===== config.mk =====
export PLATFORM = sky130hd
export DESIGN_NAME = uart_int_ident
export DESIGN_NICKNAME = d
export VERILOG_FILES = /design/src/rtl/uirq_pkg.sv /design/src/rtl/uirq_txe_flag.sv /design/src/rtl/uirq_src_qual.sv /design/src/rtl/uirq_prio.sv /design/src/rtl/uart_int_ident.sv
export SDC_FILE = /design/constraint.sdc
export NUM_CORES = 1
export LEC_CHECK = 0
export ABC_AREA = 1
export BUFFER_PORTS_ARGS = -buffer_cell sky130_fd_sc_hd__buf_4
export CORE_UTILIZATION = 32
export DETAILED_ROUTE_END_ITERATION = 7
export PLACE_DENSITY = 0.72
export SYNTH_ARGS = -nofsm -noshare
export SYNTH_HDL_FRONTEND = slang
export SYNTH_SLANG_ARGS = --single-unit

===== constraint.sdc =====
create_clock -name clk -period 1 [get_ports clk]
set_clock_uncertainty 0.15 [all_clocks]
set_input_delay 0.1 -clock clk [delete_from_list [all_inputs] [get_ports clk]]
set_output_delay 0.1 -clock clk [all_outputs]
set_load 0.05 [all_outputs]

===== src/rtl/uirq_pkg.sv =====
package uirq_pkg;

    // Source indices in priority order, 0 = highest.
    localparam int SRC_N     = 5;
    localparam int SRC_LINE  = 0;
    localparam int SRC_TMO   = 1;
    localparam int SRC_RXD   = 2;
    localparam int SRC_TXE   = 3;
    localparam int SRC_MODEM = 4;

    // Enable bit positions (decoded by software, so fixed).
    localparam int EN_RXD   = 0;
    localparam int EN_TXE   = 1;
    localparam int EN_LINE  = 2;
    localparam int EN_MODEM = 3;

    typedef enum logic [3:0] {
        IID_MODEM = 4'h0,
        IID_NONE  = 4'h1,
        IID_TXE   = 4'h2,
        IID_RXD   = 4'h4,
        IID_LINE  = 4'h6,
        IID_TMO   = 4'hC
    } iid_code_e;

    typedef enum logic {
        TXE_IDLE  = 1'b0,
        TXE_ARMED = 1'b1
    } txe_state_e;

    function automatic iid_code_e code_of(input int idx);
        iid_code_e c;
        case (idx)
            SRC_LINE:  c = IID_LINE;
            SRC_TMO:   c = IID_TMO;
            SRC_RXD:   c = IID_RXD;
            SRC_TXE:   c = IID_TXE;
            default:   c = IID_MODEM;
        endcase
        return c;
    endfunction

endpackage


===== src/rtl/uirq_txe_flag.sv =====
module uirq_txe_flag
    import uirq_pkg::*;
(
    input  logic clk,
    input  logic rst_n,
    input  logic tx_drained,
    input  logic ier_wr,
    input  logic holding_empty,
    input  logic thr_wr,
    input  logic iid_rd,
    output logic pending
);

    txe_state_e state_q, state_d;
    logic       arm_ev, disarm_ev;

    assign arm_ev    = tx_drained | (ier_wr & holding_empty);
    assign disarm_ev = thr_wr | iid_rd;

    always_comb begin
        state_d = state_q;
        unique case (state_q)
            TXE_IDLE:  if (arm_ev) state_d = TXE_ARMED;
            TXE_ARMED: if (disarm_ev && !arm_ev) state_d = TXE_IDLE;
        endcase
    end

    always_ff @(posedge clk or negedge rst_n) begin
        if (!rst_n) state_q <= TXE_IDLE;
        else        state_q <= state_d;
    end

    always_comb begin
        pending = (state_q == TXE_ARMED);
    end

    assert_drain_arms_R9: assert property (@(posedge clk) disable iff (!rst_n)
        tx_drained |=> pending);

    assert_read_disarms_R10: assert property (@(posedge clk) disable iff (!rst_n)
        (iid_rd && !tx_drained && !ier_wr) |=> !pending);

    assert_busy_ier_noop_R9: assert property (@(posedge clk) disable iff (!rst_n)
        (!pending && ier_wr && !holding_empty && !tx_drained) |=> !pending);

endmodule


===== src/rtl/uirq_src_qual.sv =====
module uirq_src_qual
    import uirq_pkg::*;
#(
    parameter int CNT_W = 5
) (
    input  logic [3:0]       ier,
    input  logic [3:0]       line_err,
    input  logic             rx_ready,
    input  logic             fifo_on,
    input  logic [CNT_W-1:0] rx_count,
    input  logic [CNT_W-1:0] rx_trigger,
    input  logic             rto_pend,
    input  logic             txe_pend,
    input  logic [3:0]       msr_delta,
    output logic [SRC_N-1:0] req
);

    logic level_met;

    always_comb begin
        level_met      = !fifo_on || (rx_count >= rx_trigger);
        req            = '0;
        req[SRC_LINE]  = ier[EN_LINE]  && (|line_err);
        req[SRC_TMO]   = ier[EN_RXD]   && rto_pend;
        req[SRC_RXD]   = ier[EN_RXD]   && rx_ready && level_met;
        req[SRC_TXE]   = ier[EN_TXE]   && txe_pend;
        req[SRC_MODEM] = ier[EN_MODEM] && (|msr_delta);
    end

endmodule


===== src/rtl/uirq_prio.sv =====
module uirq_prio
    import uirq_pkg::*;
(
    input  logic [SRC_N-1:0] req,
    output iid_code_e        code
);

    // Walk from lowest to highest priority so the highest one wins.
    always_comb begin
        code = IID_NONE;
        for (int i = SRC_N - 1; i >= 0; i--) begin
            if (req[i]) code = code_of(i);
        end
    end

endmodule


===== src/rtl/uart_int_ident.sv =====
module uart_int_ident
    import uirq_pkg::*;
#(
    parameter int FIFO_DEPTH = 16,
    localparam int CNT_W     = $clog2(FIFO_DEPTH + 1)
) (
    input  logic             clk,
    input  logic             rst_n,
    input  logic [3:0]       ier,
    input  logic [3:0]       line_err,
    input  logic             rx_ready,
    input  logic             fifo_on,
    input  logic [CNT_W-1:0] rx_count,
    input  logic [CNT_W-1:0] rx_trigger,
    input  logic             rto_pend,
    input  logic [3:0]       msr_delta,
    input  logic             tx_drained,
    input  logic             holding_empty,
    input  logic             ier_wr,
    input  logic             thr_wr,
    input  logic             iid_rd,
    output logic [7:0]       iid,
    output logic             irq
);

    logic             txe_pend;
    logic [SRC_N-1:0] req;
    iid_code_e        code;

    uirq_txe_flag u_txe (
        .clk           (clk),
        .rst_n         (rst_n),
        .tx_drained    (tx_drained),
        .ier_wr        (ier_wr),
        .holding_empty (holding_empty),
        .thr_wr        (thr_wr),
        .iid_rd        (iid_rd),
        .pending       (txe_pend)
    );

    uirq_src_qual #(.CNT_W(CNT_W)) u_qual (
        .ier        (ier),
        .line_err   (line_err),
        .rx_ready   (rx_ready),
        .fifo_on    (fifo_on),
        .rx_count   (rx_count),
        .rx_trigger (rx_trigger),
        .rto_pend   (rto_pend),
        .txe_pend   (txe_pend),
        .msr_delta  (msr_delta),
        .req        (req)
    );

    uirq_prio u_prio (
        .req  (req),
        .code (code)
    );

    always_ff @(posedge clk or negedge rst_n) begin
        if (!rst_n) begin
            iid <= {4'h0, IID_NONE};
            irq <= 1'b0;
        end else begin
            iid <= {{2{fifo_on}}, 2'b00, code};
            irq <= (code != IID_NONE);
        end
    end

    assert_line_wins_R2: assert property (@(posedge clk) disable iff (!rst_n)
        req[SRC_LINE] |=> (iid[3:0] == 4'h6));

    assert_tmo_beats_rxd_R3: assert property (@(posedge clk) disable iff (!rst_n)
        (!req[SRC_LINE] && req[SRC_TMO]) |=> (iid[3:0] == 4'hC));

    assert_quiet_R7: assert property (@(posedge clk) disable iff (!rst_n)
        (req == '0) |=> (iid[3:0] == 4'h1 && !irq));

    assert_irq_tracks_R7: assert property (@(posedge clk) disable iff (!rst_n)
        irq == (iid[3:0] != 4'h1));

    assert_fifo_mark_R8: assert property (@(posedge clk) disable iff (!rst_n)
        fifo_on |=> (iid[7:6] == 2'b11));

    assert_gap_bits_R8: assert property (@(posedge clk) disable iff (!rst_n)
        iid[5:4] == 2'b00);

endmodule


==> results of run 1 <==
-- area by class of cell --
class | count | area share [%]
clock buffers | 4 | 2.88
inverters | 14 | 7.40
multi-input cells | 36 | 29.9
flip-flops and latches | 7 | 19.5
well taps | 15 | 2.05
repair buffers | 41 | 38.4
-- sequential cells by signal, summed over array words and instances (netlist names) --
signal	cells
irq	1
iid	5
u_txe.pending	1
-- per-stage QoR --
| step | hold WS, ps | total power, mW | instances | setup TNS [ps] |
|---|---|---|---|---|
| after CTS | -98.3 | 0.934 | 117 | -418 |
| after global placement | -238 | 0.636 | 111 | -945 |
| after floorplan | -346 | 0.498 | 60 | -209 |
| after global routing | -103 | 0.988 | 117 | -706 |
| final | -90.2 | 0.921 | 117 | -350 |
| after detailed placement | -237 | 0.645 | 111 | -1030 |
-- cells by family (layout without fill, tap and decap cells) --
group	Yosys count	after routing	synth area share (%)
simple gates	24	24	22.5
buf+inv	17	59	16.0
flops	7	7	37.7
fa+ha+maj	5	5	13.4
compound gates	5	5	9.63
other cells	1	2	0.801
-- worst paths after layout --
| check | from | endpoint | slack (ps) | cells past startpoint |
|---|---|---|---|---|
| hold reg to reg | u_txe.pending | u_txe.pending | 410 | 1 |
| max in group asynchronous | rst_n | iid[0] | 450 | 2 |
| hold / removal | tx_drained | u_txe.pending | -90 | 2 |
| setup reg to reg | u_txe.pending | iid[1] | 10 | 5 |
| min in group asynchronous | rst_n | irq | 50 | 2 |
| setup / recovery | iid[0] | iid[0] | -160 | 1 |
-- power groups by stage --
stage	Sequential, mW	Clock [mW]	Combinational [mW]
2_1_floorplan	0.369	0	0.128
3_3_place_gp	0.314	0	0.322
3_5_place_dp	0.314	0	0.330
4_1_cts	0.314	0.262	0.358
5_1_grt	0.316	0.284	0.389
6_report	0.314	0.250	0.357
-- cells in the final DEF, fill, tap and decap left out, drive strengths merged --
master / n
dfstp: 1
dfrtp: 6
nand2: 15
o21ai: 1
buf: 39
clkbuf: 4
nor2: 6
nand3: 2
dlygate4sd3: 2
ha: 5
conb: 2
inv: 14
nand4: 1
a221o: 1
a21oi: 3
-- routing by layer --
layer | wire, um | up-vias | track usage, % | part of all wire (%)
met5 | 0 | - | 0 | 0
li1 | - | 259 | - | -
met4 | 10 | 0 | 10.0 | 0.94
met1 | 343 | 225 | 12.2 | 32
met3 | 57 | 2 | 1.67 | 5.4
met2 | 648 | 19 | 31.0 | 61
-- what timing repair did --
item,CTS,global route
pin swaps,3,3
resized for setup,13,1
endpoints found under the setup margin,10,10
hold endpoints to repair,14,6
==> key figures, run 1 <==
Outcome
  – Status: finished with violations
  – Failing checks: negative hold slack, negative setup slack

Logic synthesis
  – Syn. warnings: 0
  – Mapped cell area: around 470 um2
  – Post-synth top area share: about 32%
  – Synth unique cells: 17
  – Synth top area cells: dfrtp_1 32%, ha_1 13%, inv_1 11%, nand2_1 11%, dfstp_2 5.6%
  – Mapped Cells: 59
  – Async S/R FF share, synth: 100%
  – Syn Area/Cell: 7.93 um2
  – Synth Flop Type: dfrtp_1
  – Post-synthesis sequential area ratio: between 30% and 40%
  – Yosys reg bits: 7
  – Largest area contributor in the synthesized netlist: dfrtp_1
  – Post-synth EDFFs: 0
  – Post-synth top cells: 14 x inv_1, 14 x nand2_1, 6 x dfrtp_1

Route
  – DR iter-0 viols: 1
  – Routed WL: ~1.1 mm
  – Final ANT Viol Nets: 0
  – DR vias/cell: around 4.3
  – Wire length per cell: between 9 and 10 um
  – DRC Markers: 0
  – Vias: approximately 500
  – First drt pass iteration count: 2

STA
  – Final Hold Viols: 6
  – Fin crit period: about 1200 ps
  – Setup Viol. Count Final: 7
  – Pins Over Slew Limit: 0
  – Fmax: about 860 MHz
  – Worst setup margin: -163 ps
  – RSZ-0062 raised after global routing: yes
  – Period utilisation layout: 116%
  – Final hold slack: -90.2 ps

Clocking
  – Worst-Skew Late Latency: around 240 ps
  – CTS H-tree lvls: 1
  – CTS tree: done
  – TritonCTS sink count: 7
  – Post-CTS setup buffer count: 0
  – Hold-fix buffers, CTS: 2
  – Total clock buffers created by CTS: 3
  – CTS Root Cell: clkbuf_4
  – Worst-path clk slew: approximately 50 ps
  – CTS Buffer Depth: 2

Finish
  – Register area: 178 um2
  – Fillcell total: 110
  – Design Area, Final: around 910 um2
  – Final Util: approximately 68%
  – Layout Nets: between 100 and 150
  – # diodes: 0
  – Layout cells sized above 1: between 50% and 60%
  – Multi-input gate area: 273 um2
  – Area Growth Syn to Fin: 95.2%

Power
  – PD cells: about 1000 mW/mm2
  – Combinational Power Share: about two fifths
  – Switching pwr: 0.289 mW
  – Peak VDD IR: between 0.5 and 0.6 mV
  – Sw Share: between 30% and 40%
  – Sequential Power Share: about a third
  – Clk pwr share: ~27%
  – Leakage: 0.488 nW
  – Int Power: ~0.63 mW

Worst setup path
  – Crit path max fanout: 1
  – CP startpoint kind: flip-flop
  – CP top delay family: flip-flops
  – Crit-path cells: buf_8
  – CP Capture Type: output port
  – WS Path Type: flip-flop to output port
  – Critical path's slowest cell: dfstp_2
  – CP required: roughly 750 ps
  – Crit path DAT: just over 900 ps
  – WP buf/inv: 1
  – Crit-path max cell delay: between 500 and 600 ps

Place
  – Placement Setup Slack: -280 ps
  – Cell Area, Placed: between 800 and 900 um2
  – # port buffers: 38
  – Routability Congestion: roughly 0.60
  – DP Wirelength: around 890 um

Global routing
  – Largest net degree at the start of global routing: 8
  – GRT Total Usage: between 10% and 20%
  – Initial antenna violation count: 0
  – Gr ovfl total: 0
  – First-pass GRT wire length: 1.57 mm
  – Number of global-route vias before repair: approximately 440

Die
  – Initial Util: a little over a third
  – Total die area: between 0.0015 and 0.002 mm2
  – Site Rows: 13
  – Io pins: 41
  – Die Ht: slightly above 40 um
  – Core Footprint: approximately 0.0013 mm2
  – Die width: around 40 um

Job
  – Max_cap viols: 0

Worst hold path
  – Worst hold path class: input pin to flip-flop
(Power assumes the default switching activity.)
==> inputs of run 2 (changes only) <==
TNS_END_PERCENT = 50   (was not set)
==> run 2 against run 1 <==
  * The run still ends with negative hold slack, negative setup slack left
  * Maximum frequency rose by 0.10%
  * Utilization did not move
  * Via count rose by 0.20%
  * Critical path type unchanged
  * Critical path depth did not move
  * Largest cell class unchanged
  * Clock power barely moved
  * Critical endpoint unchanged
  * Clock-buffer cell count did not move
==> key figures, run 2 (same netlist as run 1, synthesis figures left out) <==
Outcome
  – Status: finished with violations
  – Failing checks: negative hold slack, negative setup slack

Global routing
  – Initial antenna violation count: 0 (unchanged)
  – Largest net degree at the start of global routing: 8 (unchanged)
  – GRT Total Usage: 14.4% (-0.35 points)
  – Gr ovfl total: 0 (unchanged)
  – Number of global-route vias before repair: 431 (-1.6%)
  – First-pass GRT wire length: 1.53 mm (-2.2%)

Power
  – Overall power: 0.920 mW (-0.18%)
  – Leakage: 0.488 nW (about the same)
  – Peak VDD IR: 0.505 mV (-0.45%)
  – PD cells: 1010 mW/mm2 (-0.18%)

Finish
  – Area Growth Syn to Fin: 95.2% (unchanged)
  – Top reg by flops: iid
  – Most frequent cells in the layout: 30 x buf_4, 13 x nand2_1, 10 x inv_1
  – Final Util: 68.5% (unchanged)
  – Commonest non-fill, non-tap cell in the layout: buf_4
  – # diodes: 0 (unchanged)
  – Register area: 178 um2 (unchanged)
  – Multi-input gate area: 273 um2 (unchanged)
  – Fillcell total: 110 (unchanged)
  – Max reg flops: 5 (unchanged)
  – Design Area, Final: 913 um2 (unchanged)
  – Layout Nets: 140 (unchanged)
  – Layout cells sized above 1: 58.8% (unchanged)

STA
  – Final Hold Viols: 6 (unchanged)
  – Setup Viol. Count Final: 8 (+1)
  – Fmax: 861 MHz (+0.10%)
  – RSZ-0062 raised after global routing: yes
  – Final hold slack: -90.1 ps (+0.0774 ps)
  – Pins Over Slew Limit: 0 (unchanged)
  – Fin crit period: 1160 ps (-1.22 ps)
  – Period utilisation layout: 116% (-0.12 points)
  – Worst setup margin: -162 ps (+1.22 ps)

Die
  – Core Footprint: 0.00133 mm2 (unchanged)
  – Die width: 40.2 um (unchanged)
  – Die Ht: 40.2 um (unchanged)
  – Io pins: 41 (unchanged)
  – Site Rows: 13 (unchanged)
  – Total die area: 0.00162 mm2 (unchanged)
  – Initial Util: 35.1% (unchanged)

Place
  – # port buffers: 38 (unchanged)
  – Routability Congestion: 0.603 (unchanged)
  – Placement Setup Slack: -280 ps (unchanged)
  – DP Wirelength: 890 um (unchanged)
  – Cell Area, Placed: 818 um2 (unchanged)

Worst setup path
  – Flop2flop setup slack: 0 ps (about the same)
  – Crit path max fanout: 1 (unchanged)
  – WP buf/inv: 1 (unchanged)
  – Critical path's slowest cell: dfstp_2
  – Critical R2R Launch: u_txe.pending
  – Crit-path max cell delay: 530 ps (about the same)
  – CP top delay family: flip-flops
  – Crit-path cells: buf_8
  – CP startpoint kind: flip-flop
  – WS Path Type: flip-flop to output port
  – Crit path DAT: 910 ps (about the same)
  – CP Capture Type: output port
  – Path depth of the worst reg2reg path: 5 (unchanged)
  – CP required: 750 ps (about the same)
  – Reg2Reg Capture Point: iid[1]

Worst hold path
  – Hold path start: tx_drained
  – Worst hold path class: input pin to flip-flop
  – Hold Crit Endpoint: u_txe.pending
  – WHS Path Cells: 2 (unchanged)

Route
  – DR iter-0 viols: 1 (unchanged)
  – First drt pass iteration count: 2 (unchanged)
  – Wire length per cell: 8.98 um (-0.85%)
  – Vias: 506 (+0.20%)
  – Final ANT Viol Nets: 0 (unchanged)
  – Routed WL: 1.05 mm (-0.85%)
  – DR vias/cell: 4.32 (+0.20%)
  – DRC Markers: 0 (unchanged)

Clocking
  – CTS H-tree lvls: 1 (unchanged)
  – Post-CTS setup buffer count: 0 (unchanged)
  – CTS Buffer Depth: 2 (unchanged)
  – Hold-fix buffers, CTS: 2 (unchanged)
  – Total clock buffers created by CTS: 3 (unchanged)
  – TritonCTS sink count: 7 (unchanged)
  – Worst-path clk slew: 50 ps (about the same)
  – Worst-Skew Late Latency: 240 ps (about the same)
  – CTS Root Cell: clkbuf_4
  – CTS tree: done

Job
  – Max_cap viols: 0 (unchanged)
[run 2: final cells by class]
class | count | share of cell area (%)
timing repair buffer | 41 | 38.4
multi-input combinational | 36 | 29.9
sequential | 7 | 19.5
inverter | 14 | 7.40
clock buffer | 4 | 2.88
tap | 15 | 2.05
[run 2: power breakdown]
part	internal, mW	switching [mW]
Sequential	0.304	0.0106
Clock	0.152	0.0974
Combinational	0.177	0.179
[run 2: worst register-to-register path: stages (launching register included)]
cell and delay, ps:
dfrtp_1 400, nand2_2 80, inv_2 40, buf_6 100, nand3_2 60, nand2_1 60
[run 2: how the worst max path moves through the flow]
stage | start | end | slack (ps) | cells after the start
2_1_floorplan | rx_trigger[2] | iid[1] | -70 | 11
3_3_place_gp | rx_trigger[2] | iid[1] | -260 | 12
3_5_place_dp | rx_trigger[2] | iid[1] | -280 | 12
4_1_cts | iid[0] | iid[0] | -170 | 1
5_1_grt | iid[0] | iid[0] | -190 | 1
6_report | iid[0] | iid[0] | -160 | 1
[run 2: routing by layer]
layer  global-route usage (%)  vias up  routed length (um)  share of wire, %
met1                     12.2      226                 334                32
li1                         -      259                   -                 -
met5                        0        -                   0                 0
met4                     10.0        0                  10              0.95
met2                     29.8       19                 647                62
met3                     1.67        2                  59               5.6
[run 2: per-stage QoR]
step | TNS, ps | cells | hold WS, ps
after floorplan | -209 | 60 | -346
after global placement | -945 | 111 | -238
after detailed placement | -1030 | 111 | -237
after CTS | -440 | 117 | -98.3
after global routing | -721 | 117 | -103
final | -347 | 117 | -90.1
[run 2: repair_timing]
| item | in CTS | in global routing |
|---|---|---|
| resized for setup | 10 | 4 |
| pin swaps | 1 | 2 |
| setup endpoints to repair | 10 | 10 |
| endpoints found under the hold margin | 14 | 6 |
